===== src/rtl/dma_pkg.sv =====
// Shared encodings for the fly-by DMA sequencer.
// Assumes: the mode code values are visible at the top-level ports.
package dma_pkg;
    typedef enum logic [1:0] {
        MODE_SINGLE  = 2'd0,
        MODE_BLOCK   = 2'd1,
        MODE_DEMAND  = 2'd2,
        MODE_CASCADE = 2'd3
    } xfer_mode_e;

    typedef enum logic [1:0] {
        ST_IDLE = 2'd0,
        ST_HOLD = 2'd1,
        ST_XFER = 2'd2,
        ST_CASC = 2'd3
    } seq_state_e;
endpackage


===== src/rtl/dma_prio_arb.sv =====
// Fixed-priority picker: the lowest-index active request wins.
// Assumes: NCH >= 2. The output is meaningful only while req_any is high.
module dma_prio_arb #(
    parameter int NCH = 4,
    localparam int IW = $clog2(NCH)
) (
    input  logic [NCH-1:0] req,
    output logic           req_any,
    output logic [IW-1:0]  win_idx
);
    logic [NCH-1:0] lower_busy;
    logic [NCH-1:0] grant;

    generate
        for (genvar i = 0; i < NCH; i++) begin : g_chain
            if (i == 0) begin : g_first
                assign lower_busy[i] = 1'b0;
            end else begin : g_rest
                assign lower_busy[i] = lower_busy[i-1] | req[i-1];
            end
            assign grant[i] = req[i] & ~lower_busy[i];
        end
    endgenerate

    assign req_any = |req;

    // Encode the one-hot grant into an index.
    always_comb begin
        win_idx = '0;
        for (int i = 0; i < NCH; i++) begin
            if (grant[i]) win_idx = win_idx | IW'(i);
        end
    end
endmodule


===== src/rtl/dma_chan_ctx.sv =====
// Working state of one channel: current address, current count and armed flag.
// Assumes: a load takes priority over a step in the same cycle. The address
// wraps inside AW bits and never carries into the page.
module dma_chan_ctx #(
    parameter int AW = 16,
    parameter int CW = 16
) (
    input  logic          clk,
    input  logic          rst_n,
    input  logic          load,
    input  logic          step,
    input  logic          autoinit,
    input  logic [AW-1:0] base_addr,
    input  logic [CW-1:0] base_cnt,
    output logic [AW-1:0] cur_addr,
    output logic          armed,
    output logic          tc
);
    logic [CW-1:0] cur_cnt;

    assign tc = (cur_cnt == '0);

    // Load from base, advance on each transfer, reload or disarm at terminal count.
    always_ff @(posedge clk) begin
        if (!rst_n) begin
            cur_addr <= '0;
            cur_cnt  <= '0;
            armed    <= 1'b0;
        end else if (load) begin
            cur_addr <= base_addr;
            cur_cnt  <= base_cnt;
            armed    <= 1'b1;
        end else if (step) begin
            if (tc && autoinit) begin
                cur_addr <= base_addr;
                cur_cnt  <= base_cnt;
            end else begin
                cur_addr <= cur_addr + 1'b1;
                cur_cnt  <= cur_cnt - 1'b1;
                if (tc) armed <= 1'b0;
            end
        end
    end


    addr_wrap_chk: assert property (@(posedge clk) disable iff (!rst_n)
        (step && !load && !(tc && autoinit) && cur_addr == '1) |=> (cur_addr == '0));

    cnt_step_chk: assert property (@(posedge clk) disable iff (!rst_n)
        (step && !load && !tc) |=> (cur_cnt == $past(cur_cnt) - 1'b1));

    reload_chk: assert property (@(posedge clk) disable iff (!rst_n)
        (step && !load && tc && autoinit) |=>
        (cur_addr == $past(base_addr) && cur_cnt == $past(base_cnt) && armed));

    disarm_chk: assert property (@(posedge clk) disable iff (!rst_n)
        (step && !load && tc && !autoinit) |=> !armed);
endmodule


===== src/rtl/dma_seq_fsm.sv =====
// Bus tenure sequencer: idle, wait for grant, transfer, or cascade pass-through.
// Assumes: the inputs for the selected channel are already muxed by sel. A
// transfer completes on each edge with rdy high.
module dma_seq_fsm
    import dma_pkg::*;
#(
    parameter int NCH = 4,
    localparam int IW = $clog2(NCH)
) (
    input  logic        clk,
    input  logic        rst_n,
    input  logic        svc_any,
    input  logic [IW-1:0] svc_idx,
    input  logic        grant,
    input  logic        rdy,
    input  logic        req_sel,
    input  logic        tc_sel,
    input  xfer_mode_e  mode_sel,
    output seq_state_e  state,
    output logic [IW-1:0] sel,
    output logic        step
);
    logic release_now;

    assign step = (state == ST_XFER) && rdy;

    // Decide whether the completing transfer ends the tenure.
    always_comb begin
        release_now = tc_sel;
        unique case (mode_sel)
            MODE_SINGLE: release_now = 1'b1;
            MODE_DEMAND: release_now = tc_sel | ~req_sel;
            default:     release_now = tc_sel;
        endcase
    end

    // State and selected-channel register.
    always_ff @(posedge clk) begin
        if (!rst_n) begin
            state <= ST_IDLE;
            sel   <= '0;
        end else begin
            unique case (state)
                ST_IDLE: if (svc_any) begin
                    state <= ST_HOLD;
                    sel   <= svc_idx;
                end
                ST_HOLD: if (grant) begin
                    state <= (mode_sel == MODE_CASCADE) ? ST_CASC : ST_XFER;
                end
                ST_XFER: if (rdy && release_now) state <= ST_IDLE;
                ST_CASC: if (!req_sel) state <= ST_IDLE;
                default: state <= ST_IDLE;
            endcase
        end
    end


    rdy_stall_chk: assert property (@(posedge clk) disable iff (!rst_n)
        (state == ST_XFER && !rdy) |=> (state == ST_XFER && $stable(sel)));

    block_keep_chk: assert property (@(posedge clk) disable iff (!rst_n)
        (state == ST_XFER && rdy && mode_sel == MODE_BLOCK && !tc_sel) |=> (state == ST_XFER));

    wait_grant_chk: assert property (@(posedge clk) disable iff (!rst_n)
        (state == ST_HOLD && !grant) |=> (state == ST_HOLD));

    single_rel_chk: assert property (@(posedge clk) disable iff (!rst_n)
        (state == ST_XFER && rdy && mode_sel == MODE_SINGLE) |=> (state == ST_IDLE));

    casc_keep_chk: assert property (@(posedge clk) disable iff (!rst_n)
        (state == ST_CASC && req_sel) |=> (state == ST_CASC));
endmodule


===== src/rtl/dma_flyby_seq.sv =====
// Fly-by DMA sequencer top: arbitration, per-channel working state, and bus
// outputs for NCH channels. Data never passes through this block.
// Assumes: configuration inputs stay stable while their channel is in service.
module dma_flyby_seq
    import dma_pkg::*;
#(
    parameter int NCH = 4,
    parameter int AW  = 16,
    parameter int PW  = 8,
    localparam int IW = $clog2(NCH),
    localparam int FW = PW + AW
) (
    input  logic              clk,
    input  logic              rst_n,
    input  logic [NCH-1:0]    chan_req,
    input  logic [NCH-1:0]    chan_mask,
    input  logic [NCH-1:0]    chan_load,
    input  logic [NCH*AW-1:0] base_addr,
    input  logic [NCH*AW-1:0] base_cnt,
    input  logic [NCH*PW-1:0] page,
    input  logic [2*NCH-1:0]  chan_mode,
    input  logic [NCH-1:0]    to_mem,
    input  logic [NCH-1:0]    auto_init,
    input  logic              bus_grant,
    input  logic              xfer_rdy,
    output logic              bus_req,
    output logic [NCH-1:0]    chan_ack,
    output logic [FW-1:0]     addr_out,
    output logic              addr_oe,
    output logic              mem_rd,
    output logic              mem_wr,
    output logic              io_rd,
    output logic              io_wr,
    output logic              xfer_end
);
    logic [AW-1:0] addr_a [NCH];
    logic [PW-1:0] page_a [NCH];
    xfer_mode_e    mode_a [NCH];
    logic [NCH-1:0] armed_v, tc_v, svc_v;
    logic          svc_any, step, bus_on;
    logic [IW-1:0] svc_idx, sel;
    seq_state_e    state;

    generate
        for (genvar c = 0; c < NCH; c++) begin : g_ch
            assign page_a[c] = page[c*PW +: PW];
            assign mode_a[c] = xfer_mode_e'(chan_mode[c*2 +: 2]);
            assign svc_v[c]  = chan_req[c] & ~chan_mask[c] & armed_v[c];
            assign chan_ack[c] = ((state == ST_XFER) || (state == ST_CASC)) && (sel == IW'(c));

            dma_chan_ctx #(.AW(AW), .CW(AW)) u_ctx (
                .clk       (clk),
                .rst_n     (rst_n),
                .load      (chan_load[c]),
                .step      (step && (sel == IW'(c))),
                .autoinit  (auto_init[c]),
                .base_addr (base_addr[c*AW +: AW]),
                .base_cnt  (base_cnt[c*AW +: AW]),
                .cur_addr  (addr_a[c]),
                .armed     (armed_v[c]),
                .tc        (tc_v[c])
            );
        end
    endgenerate

    dma_prio_arb #(.NCH(NCH)) u_arb (
        .req     (svc_v),
        .req_any (svc_any),
        .win_idx (svc_idx)
    );

    dma_seq_fsm #(.NCH(NCH)) u_fsm (
        .clk      (clk),
        .rst_n    (rst_n),
        .svc_any  (svc_any),
        .svc_idx  (svc_idx),
        .grant    (bus_grant),
        .rdy      (xfer_rdy),
        .req_sel  (chan_req[sel]),
        .tc_sel   (tc_v[sel]),
        .mode_sel (mode_a[sel]),
        .state    (state),
        .sel      (sel),
        .step     (step)
    );

    assign bus_req  = (state != ST_IDLE);
    assign bus_on   = (state == ST_XFER);
    assign addr_oe  = bus_on;
    assign addr_out = bus_on ? {page_a[sel], addr_a[sel]} : '0;
    assign mem_wr   = bus_on &  to_mem[sel];
    assign io_rd    = bus_on &  to_mem[sel];
    assign mem_rd   = bus_on & ~to_mem[sel];
    assign io_wr    = bus_on & ~to_mem[sel];
    assign xfer_end = step & tc_v[sel];


    ack_onehot_chk: assert property (@(posedge clk) disable iff (!rst_n)
        $onehot0(chan_ack));

    strobe_pair_chk: assert property (@(posedge clk) disable iff (!rst_n)
        (mem_wr || io_rd) |-> (mem_wr && io_rd && !mem_rd && !io_wr && addr_oe));

    strobe_hold_chk: assert property (@(posedge clk) disable iff (!rst_n)
        (mem_rd || mem_wr || io_rd || io_wr) |-> (bus_req && $countones(chan_ack) == 1));

    casc_quiet_chk: assert property (@(posedge clk) disable iff (!rst_n)
        (chan_ack != '0 && !addr_oe) |-> !(mem_rd || mem_wr || io_rd || io_wr));

    end_in_xfer_chk: assert property (@(posedge clk) disable iff (!rst_n)
        xfer_end |-> (addr_oe && xfer_rdy));
endmodule


===== config.mk =====
export PLATFORM = sky130hd
export DESIGN_NAME = dma_flyby_seq
export DESIGN_NICKNAME = d
export VERILOG_FILES = /design/src/rtl/dma_pkg.sv /design/src/rtl/dma_prio_arb.sv /design/src/rtl/dma_chan_ctx.sv /design/src/rtl/dma_seq_fsm.sv /design/src/rtl/dma_flyby_seq.sv
export SDC_FILE = /design/constraint.sdc
export NUM_CORES = 1
export LEC_CHECK = 0
export ABC_CLOCK_PERIOD_IN_PS = 2600
export BUFFER_PORTS_ARGS = -buffer_cell sky130_fd_sc_hd__buf_2
export CORE_MARGIN = 4
export CORE_UTILIZATION = 55
export DETAILED_ROUTE_END_ITERATION = 12
export PLACE_DENSITY = 0.8
export SLEW_MARGIN = 20
export SYNTH_ARGS = -nofsm -noshare
export SYNTH_HDL_FRONTEND = slang
export SYNTH_SLANG_ARGS = --single-unit

===== constraint.sdc =====
create_clock -name clk -period 2.6 [get_ports clk]
set_input_delay 0.26 -clock clk [delete_from_list [all_inputs] [get_ports clk]]
set_output_delay 0.26 -clock clk [all_outputs]
set_load 0.005 [all_outputs]

-- Word level (Yosys, flattened, before mapping)
Cells that the tools add are included.
- memory bits (writable): 0
- bits in latches: 0
- bits in read-only memories: 0
- bits in registers: 136
- bits of input ports: 192
- output and inout port bits: 35
- memories kept: 0
- logic and storage cells: 171
- order comparisons: 2
- add/subtract/negate cells: 8
- multiply operators: 0
- reductions and logical operators: 38
- equality and inequality tests: 16
- muxes and demuxes: 66
- shift-type cells: 0
- bitwise logic cells: 27
- divide/modulo/power cells: 0
- operator list (kind ; count):
    2-to-1 mux 16 bit ; 26
    adder 16 x 1 -> 16 bit (second input constant) ; 4
    zero test 16 bit ; 4
    subtractor 16 x 1 -> 16 bit (second input constant) ; 4
    binary-select mux 16 bit (select 2 bit) ; 1
    2-to-1 mux 24 bit ; 1
    2-to-1 mux 1 bit ; 21
    nonzero test 2 bit ; 9
    binary-select mux 8 bit (select 2 bit) ; 1
    2-to-1 mux 2 bit ; 8
    2-to-1 mux 8 bit ; 2
    bitwise AND 1 bit ; 14
    logical AND 1 bit ; 14
    inequality test 2 bit (second input constant) ; 7
    == test 2 bit (second input constant) ; 6
    AND reduction 3 bit ; 4
    NOT 1 bit ; 9
    one-hot mux 2 bit (4 select lines) ; 1
    binary-select mux 1 bit (select 2 bit) ; 3
    zero test 2 bit ; 3
    binary-select mux 2 bit (select 2 bit) ; 1
    == test 2 x 1 -> 1 bit (second input constant) ; 2
    AND reduction 4 bit ; 1
    OR reduction 4 bit ; 1
    8 further kinds ; 10

-- Depth between registers and ports, before layout
- depth after elaboration: 9
- depth in mapped cells: 10
- gate-level depth less buffers: 8

-- Modules after synthesis
From an unflattened synthesis, not the netlist that was laid out.
- cell total of the unflattened synthesis: 1270
- area total of the unflattened synthesis: 9959.6 um2
- by module, submodules not included (module ; area an instance (um2) ; cells each ; instances ; seq. area each (um2)):
    dma_chan_ctx at g_ch[1].u_ctx ... ; 2113.3 ; 283 ; 2 ; 660.6
    dma_chan_ctx at g_ch[3].u_ctx ; 2183.3 ; 279 ; 1 ; 660.6
    dma_chan_ctx at g_ch[0].u_ctx ; 2135.8 ; 279 ; 1 ; 660.6
    dma_flyby_seq ; 1162.4 ; 117 ; 1 ; 0.0
    dma_seq_fsm ; 216.5 ; 22 ; 1 ; 80.1
    dma_prio_arb ; 35.0 ; 7 ; 1 ; 0.0

-- Least setup slack after synthesis
Ideal clock, no wire load.
- kind: register -> register
- start point: register g_ch[3].u_ctx.cur_cnt[0]
- end point: register g_ch[3].u_ctx.cur_cnt[3]
- setup time: 128 ps
- arrival time: 2194 ps
- path slack: 279 ps
- buffers on the path: 1
- period minus slack after synthesis: 2321 ps
- required time: 2472 ps
- cell stages (with the launch flop): 9
- path through: dfxtp_1 > inv_1 > ha_1 > nor4b_1 > a31o_4 > buf_8 > o21ai_0 > a222oi_1 > nor2_1
- longest elaborated chain between the ends: 5
- elaborated cells between the ends (all ways): 6
- those cells by class: 1 x add/sub; 3 x mux; 2 x reduce/logical
- ends and longest elaborated chain (item ; RTL line ; RTL):
    from (decl) ; dma_chan_ctx.sv:19 ; logic [CW-1:0] cur_cnt;
    from (signal assigned) ; dma_chan_ctx.sv:31 ; cur_cnt <= base_cnt;
    from (signal assigned) ; dma_chan_ctx.sv:36 ; cur_cnt <= base_cnt;
    from (signal assigned) ; dma_chan_ctx.sv:39 ; cur_cnt <= cur_cnt - 1'b1;
    parallel branches: the longest is 2 deep, another holds subtractor 16 x 1 -> 16 bit ; n/a ;
    2-to-1 mux 16 bit (*) ; dma_chan_ctx.sv:34 ; if (tc && autoinit) begin
    2-to-1 mux 16 bit (*) ; dma_chan_ctx.sv:33 ; end else if (step) begin
    2-to-1 mux 16 bit (*) ; dma_chan_ctx.sv:29 ; end else if (load) begin
Every way passes the cells marked *. The select of a mux whose other input is x is not followed.
A chain may end at the register's enable or synchronous reset.

-- Final worst setup path
- start point: register g_ch[3].u_ctx.cur_cnt[6]
- end point: output port xfer_end
- longest elaborated chain between the ends: 4
- ends and longest elaborated chain (item ; RTL line ; RTL):
    zero test 16 bit ; dma_chan_ctx.sv:21 ; assign tc = (cur_cnt == '0);
    binary-select mux 1 bit (select 2 bit) ; dma_flyby_seq.sv:95 ; assign xfer_end = step & tc_v[sel];
    2-to-1 mux 1 bit (not written as such) ; dma_flyby_seq.sv:95 ;
    bitwise AND 1 bit ; dma_flyby_seq.sv:95 ;
    to (decl) ; dma_flyby_seq.sv:34 ; output logic xfer_end
Every way passes these cells. The select of a mux whose other input is x is not followed.

==> summary.txt <==
Status
  • Status: complete, but fails checks
  • Violated checks: setup timing

STA
  • Max-slew headroom: slightly below 30%
  • Final Critical Period: ~2.7 ns
  • Setup-failing EPs final: 1
  • Fin crit share: 105%
  • Setup repair after global routing missed its margin: true
  • Worst Skew: just over 0.009 ns
  • Worst Tran Pin Value: approximately 1.1 ns
  • Max Freq: 365 MHz
  • Slew Viols, Final: 0
  • PnR worst setup slack: -0.139 ns
  • Final Hold Fails: 0

Global route
  • GR Overflow Total: 0
  • Vias in the first global route: 9874
  • First-pass GRT wire length: between 50 and 60 mm
  • Met2 Use GR: a little over half
  • Total track usage: roughly 34%
  • Most crowded layer after global routing: met2
  • Met3 usage: under 10%
  • Largest net degree at the start of global routing: 46
  • Initial antenna violation count: 1
  • GR Layer Usage met1: between 40% and 50%

Synth
  • Most used DFF post-synth: dfxtp_1
  • YS warnings: 0
  • Post-Syn Nets: 1399
  • Mean Syn Cell Area: between 7 and 8 µm²
  • Sequential area share after synthesis: roughly 30%
  • Async S/R FF share, synth: 0%
  • Unique cell type count in the Yosys netlist: 74
  • Number of synthesized flops with an enable pin: 0
  • Post-Synthesis Cells: roughly 1200
  • #FFs+latches synth: approximately 140
  • Cell Area, Synth: between 9000 and 10000 µm²

Place
  • Post-DP HPWL: between 20 and 25 mm
  • Port buffer count: about 230
  • DP Worst Slack: a little over 0.08 ns
  • Placed cell area: 10700 µm²
  • GPL Wtd Cong: roughly 0.96
  • Placed Cells: approximately 1600

Clocking
  • H-Tree Depth: 4
  • Skew-Pair Late Insertion Delay: 0.43 ns
  • Sink Count: approximately 140
  • Root buffer cell: clkbuf_16
  • Clock-pin slew on the worst setup and hold paths: ~0.05 ns
  • Cts hold-fix bufs: 0
  • CTS Buf Count: 17
  • CTS tree: built
  • Clk buf depth: 2
  • Setup bufs post-CTS: 0

Finish
  • Final instance area: 11300 µm²
  • NumNets Final: about 1600
  • Fin util: 70.1%
  • Multi-input logic area: ~6000 µm²
  • Synth-to-Final Area Change: 23.1%
  • Register area: around 2700 µm²
  • Filler instances: between 1000 and 1500
  • Fin cells: 1642
  • Layout cells sized above 1: a little over a quarter

Critical path
  • Critical-path cell with the highest stage delay: or4_4
  • WS Path Type: register to primary output
  • Critical Path Max Stage Delay: between 0.5 and 0.6 ns
  • Crit path capture type: primary output
  • CP required: approximately 2.3 ns
  • Arrival time worst endpoint: between 2 and 2.5 ns
  • Worst path cell trace: or4_4 -> nor4b_4 -> nand3_2 -> o211ai_1 -> o21ai_1 -> nor3_2 -> buf_2
  • FF-to-FF setup slack: 0.14 ns
  • Startpoint class of the critical path: register
  • CP Max Fanout: 2

Die
  • Io pins: approximately 230
  • Core area: 16100 µm²
  • # rows: 46
  • Die H: ~140 µm
  • DIE AREA: about 19000 µm²
  • Initial Utilization: between 50% and 60%
  • Chip Width: around 140 µm

Detailed routing
  • Initial DRC count: 1013
  • Routed WL: about 33 mm
  • Total number of vias: approximately 11000
  • DRC viols: 0
  • Drt pass-1 iters: 6
  • Vias per cell: ~6.6
  • Routed WL per cell: around 20 µm
  • Antenna-violating nets left: 0

Pwr
  • Pwr Density: approximately 550 nW/µm²
  • Leak Pwr: roughly 4.4 nW
  • VDD IR max: approximately 0.47 mV
  • Total Power: 6.21 mW

Hold path
  • Min-Delay Path Class: primary input to register

Job
  • Max-cap viol count: 0
[through the flow]
stage	hold WS, ns	setup TNS (ns)
after CTS	0.0312	-0.117
after global placement	0.454	0
after floorplan	0.377	0
final	0.0384	-0.139
after global routing	0.0404	-0.184
after detailed placement	0.465	0
[power breakdown]
group          total [mW]  switching [mW]  leakage, nW  internal (mW)
combinational        1.50           0.840         3.03          0.661
clock                2.23           0.883        0.258           1.35
sequential           2.47           0.229         1.12           2.24
[what timing repair did]
item                                    CTS  global route
resized for setup                         9             9
pin swaps                                 2             1
endpoints found under the setup margin    1            13
[critical path, delay by kind of cell, from the launching register on]
family / cells / cell delay [ns]
buf+inv: 1 / 0.15
simple gates: 4 / 1.23
flops: 1 / 0.32
compound gates: 2 / 0.35
[synthesized netlist by cell type, types with 13 or more instances]
master | instances | area share [%]
inv_1 | 17 | 0.70
a31oi_1 | 53 | 3.6
nor2b_1 | 31 | 2.1
nand3_1 | 79 | 4.3
buf_2 | 13 | 0.71
nor3_1 | 64 | 3.5
nand4_1 | 22 | 1.5
nand2_1 | 112 | 4.6
clkbuf_1 | 64 | 2.6
nor4_1 | 27 | 1.8
nor2_1 | 93 | 3.8
mux4_2 | 28 | 6.9
a21oi_1 | 98 | 5.3
nor4b_1 | 14 | 1.3
o21ai_0 | 101 | 5.5
dfxtp_1 | 136 | 30
and3_1 | 17 | 1.2
or3_1 | 15 | 1.0
[worst paths after layout]
| kind | startpoint | endpoint | cells after the start |
|---|---|---|---|
| setup / recovery | g_ch[3].u_ctx.cur_cnt[6] | xfer_end | 7 |
| hold / removal | base_cnt[30] | g_ch[1].u_ctx.cur_cnt[14] | 2 |
| setup reg to reg | g_ch[2].u_ctx.cur_cnt[7] | g_ch[2].u_ctx.cur_addr[6] | 7 |
| hold reg to reg | g_ch[1].u_ctx.cur_cnt[1] | g_ch[1].u_ctx.cur_cnt[1] | 2 |
[routing by layer]
metal	wire (µm)	vias to the layer above	share of wire, %
li1	-	5033	-
met5	0	-	0
met4	1180	0	3.6
met2	15100	653	46
met1	13100	5074	40
met3	3310	90	10
[final cells by class]
| cell class | instances | area share, % |
|---|---|---|
| multi-input cells | 952 | 53.8 |
| flip-flops and latches | 136 | 24.2 |
| repair buffers | 288 | 14.4 |
| clock buffers | 26 | 4.24 |
| well taps | 216 | 2.39 |
| inverters | 19 | 0.632 |
| clock inverters | 4 | 0.399 |
| diodes | 1 | 0.0222 |
[cells by family after synthesis]
| logic type | after synthesis | share of synthesized area, % |
|---|---|---|
| AOI/OAI and AO/OA | 367 | 25.4 |
| adders and majority gates | 12 | 1.64 |
| buffers and inverters | 107 | 5.00 |
| DFF | 136 | 29.7 |
| muxes | 36 | 7.77 |
| and+or+nand+nor | 537 | 30.5 |
[registers in the layout, indices dropped and copies added (netlist names)]
register	flops
g_ch.u_ctx.cur_addr	64
g_ch.u_ctx.cur_cnt	64
u_fsm.state	2
g_ch.u_ctx.armed	4
u_fsm.sel	2
[placed cells by master (no fill, tap or decap), types with 9 or more instances in the layout]
cell / n
a211oi_1: 9
a21oi_1: 98
a31oi_1: 51
and2_1: 10
and3_1: 17
and4_1: 11
buf_2: 226
buf_4: 60
clkbuf_16: 17
dfxtp_1: 132
ha_1: 12
inv_1: 16
mux4_2: 28
nand2_1: 112
nand3_1: 78
nand4_1: 22
nor2_1: 91
nor2b_1: 30
nor3_1: 62
nor4_1: 26
nor4b_1: 12
o211ai_1: 12
o21ai_0: 100
or3_1: 15
or4_1: 10
Power figures use the tool's default switching activity.
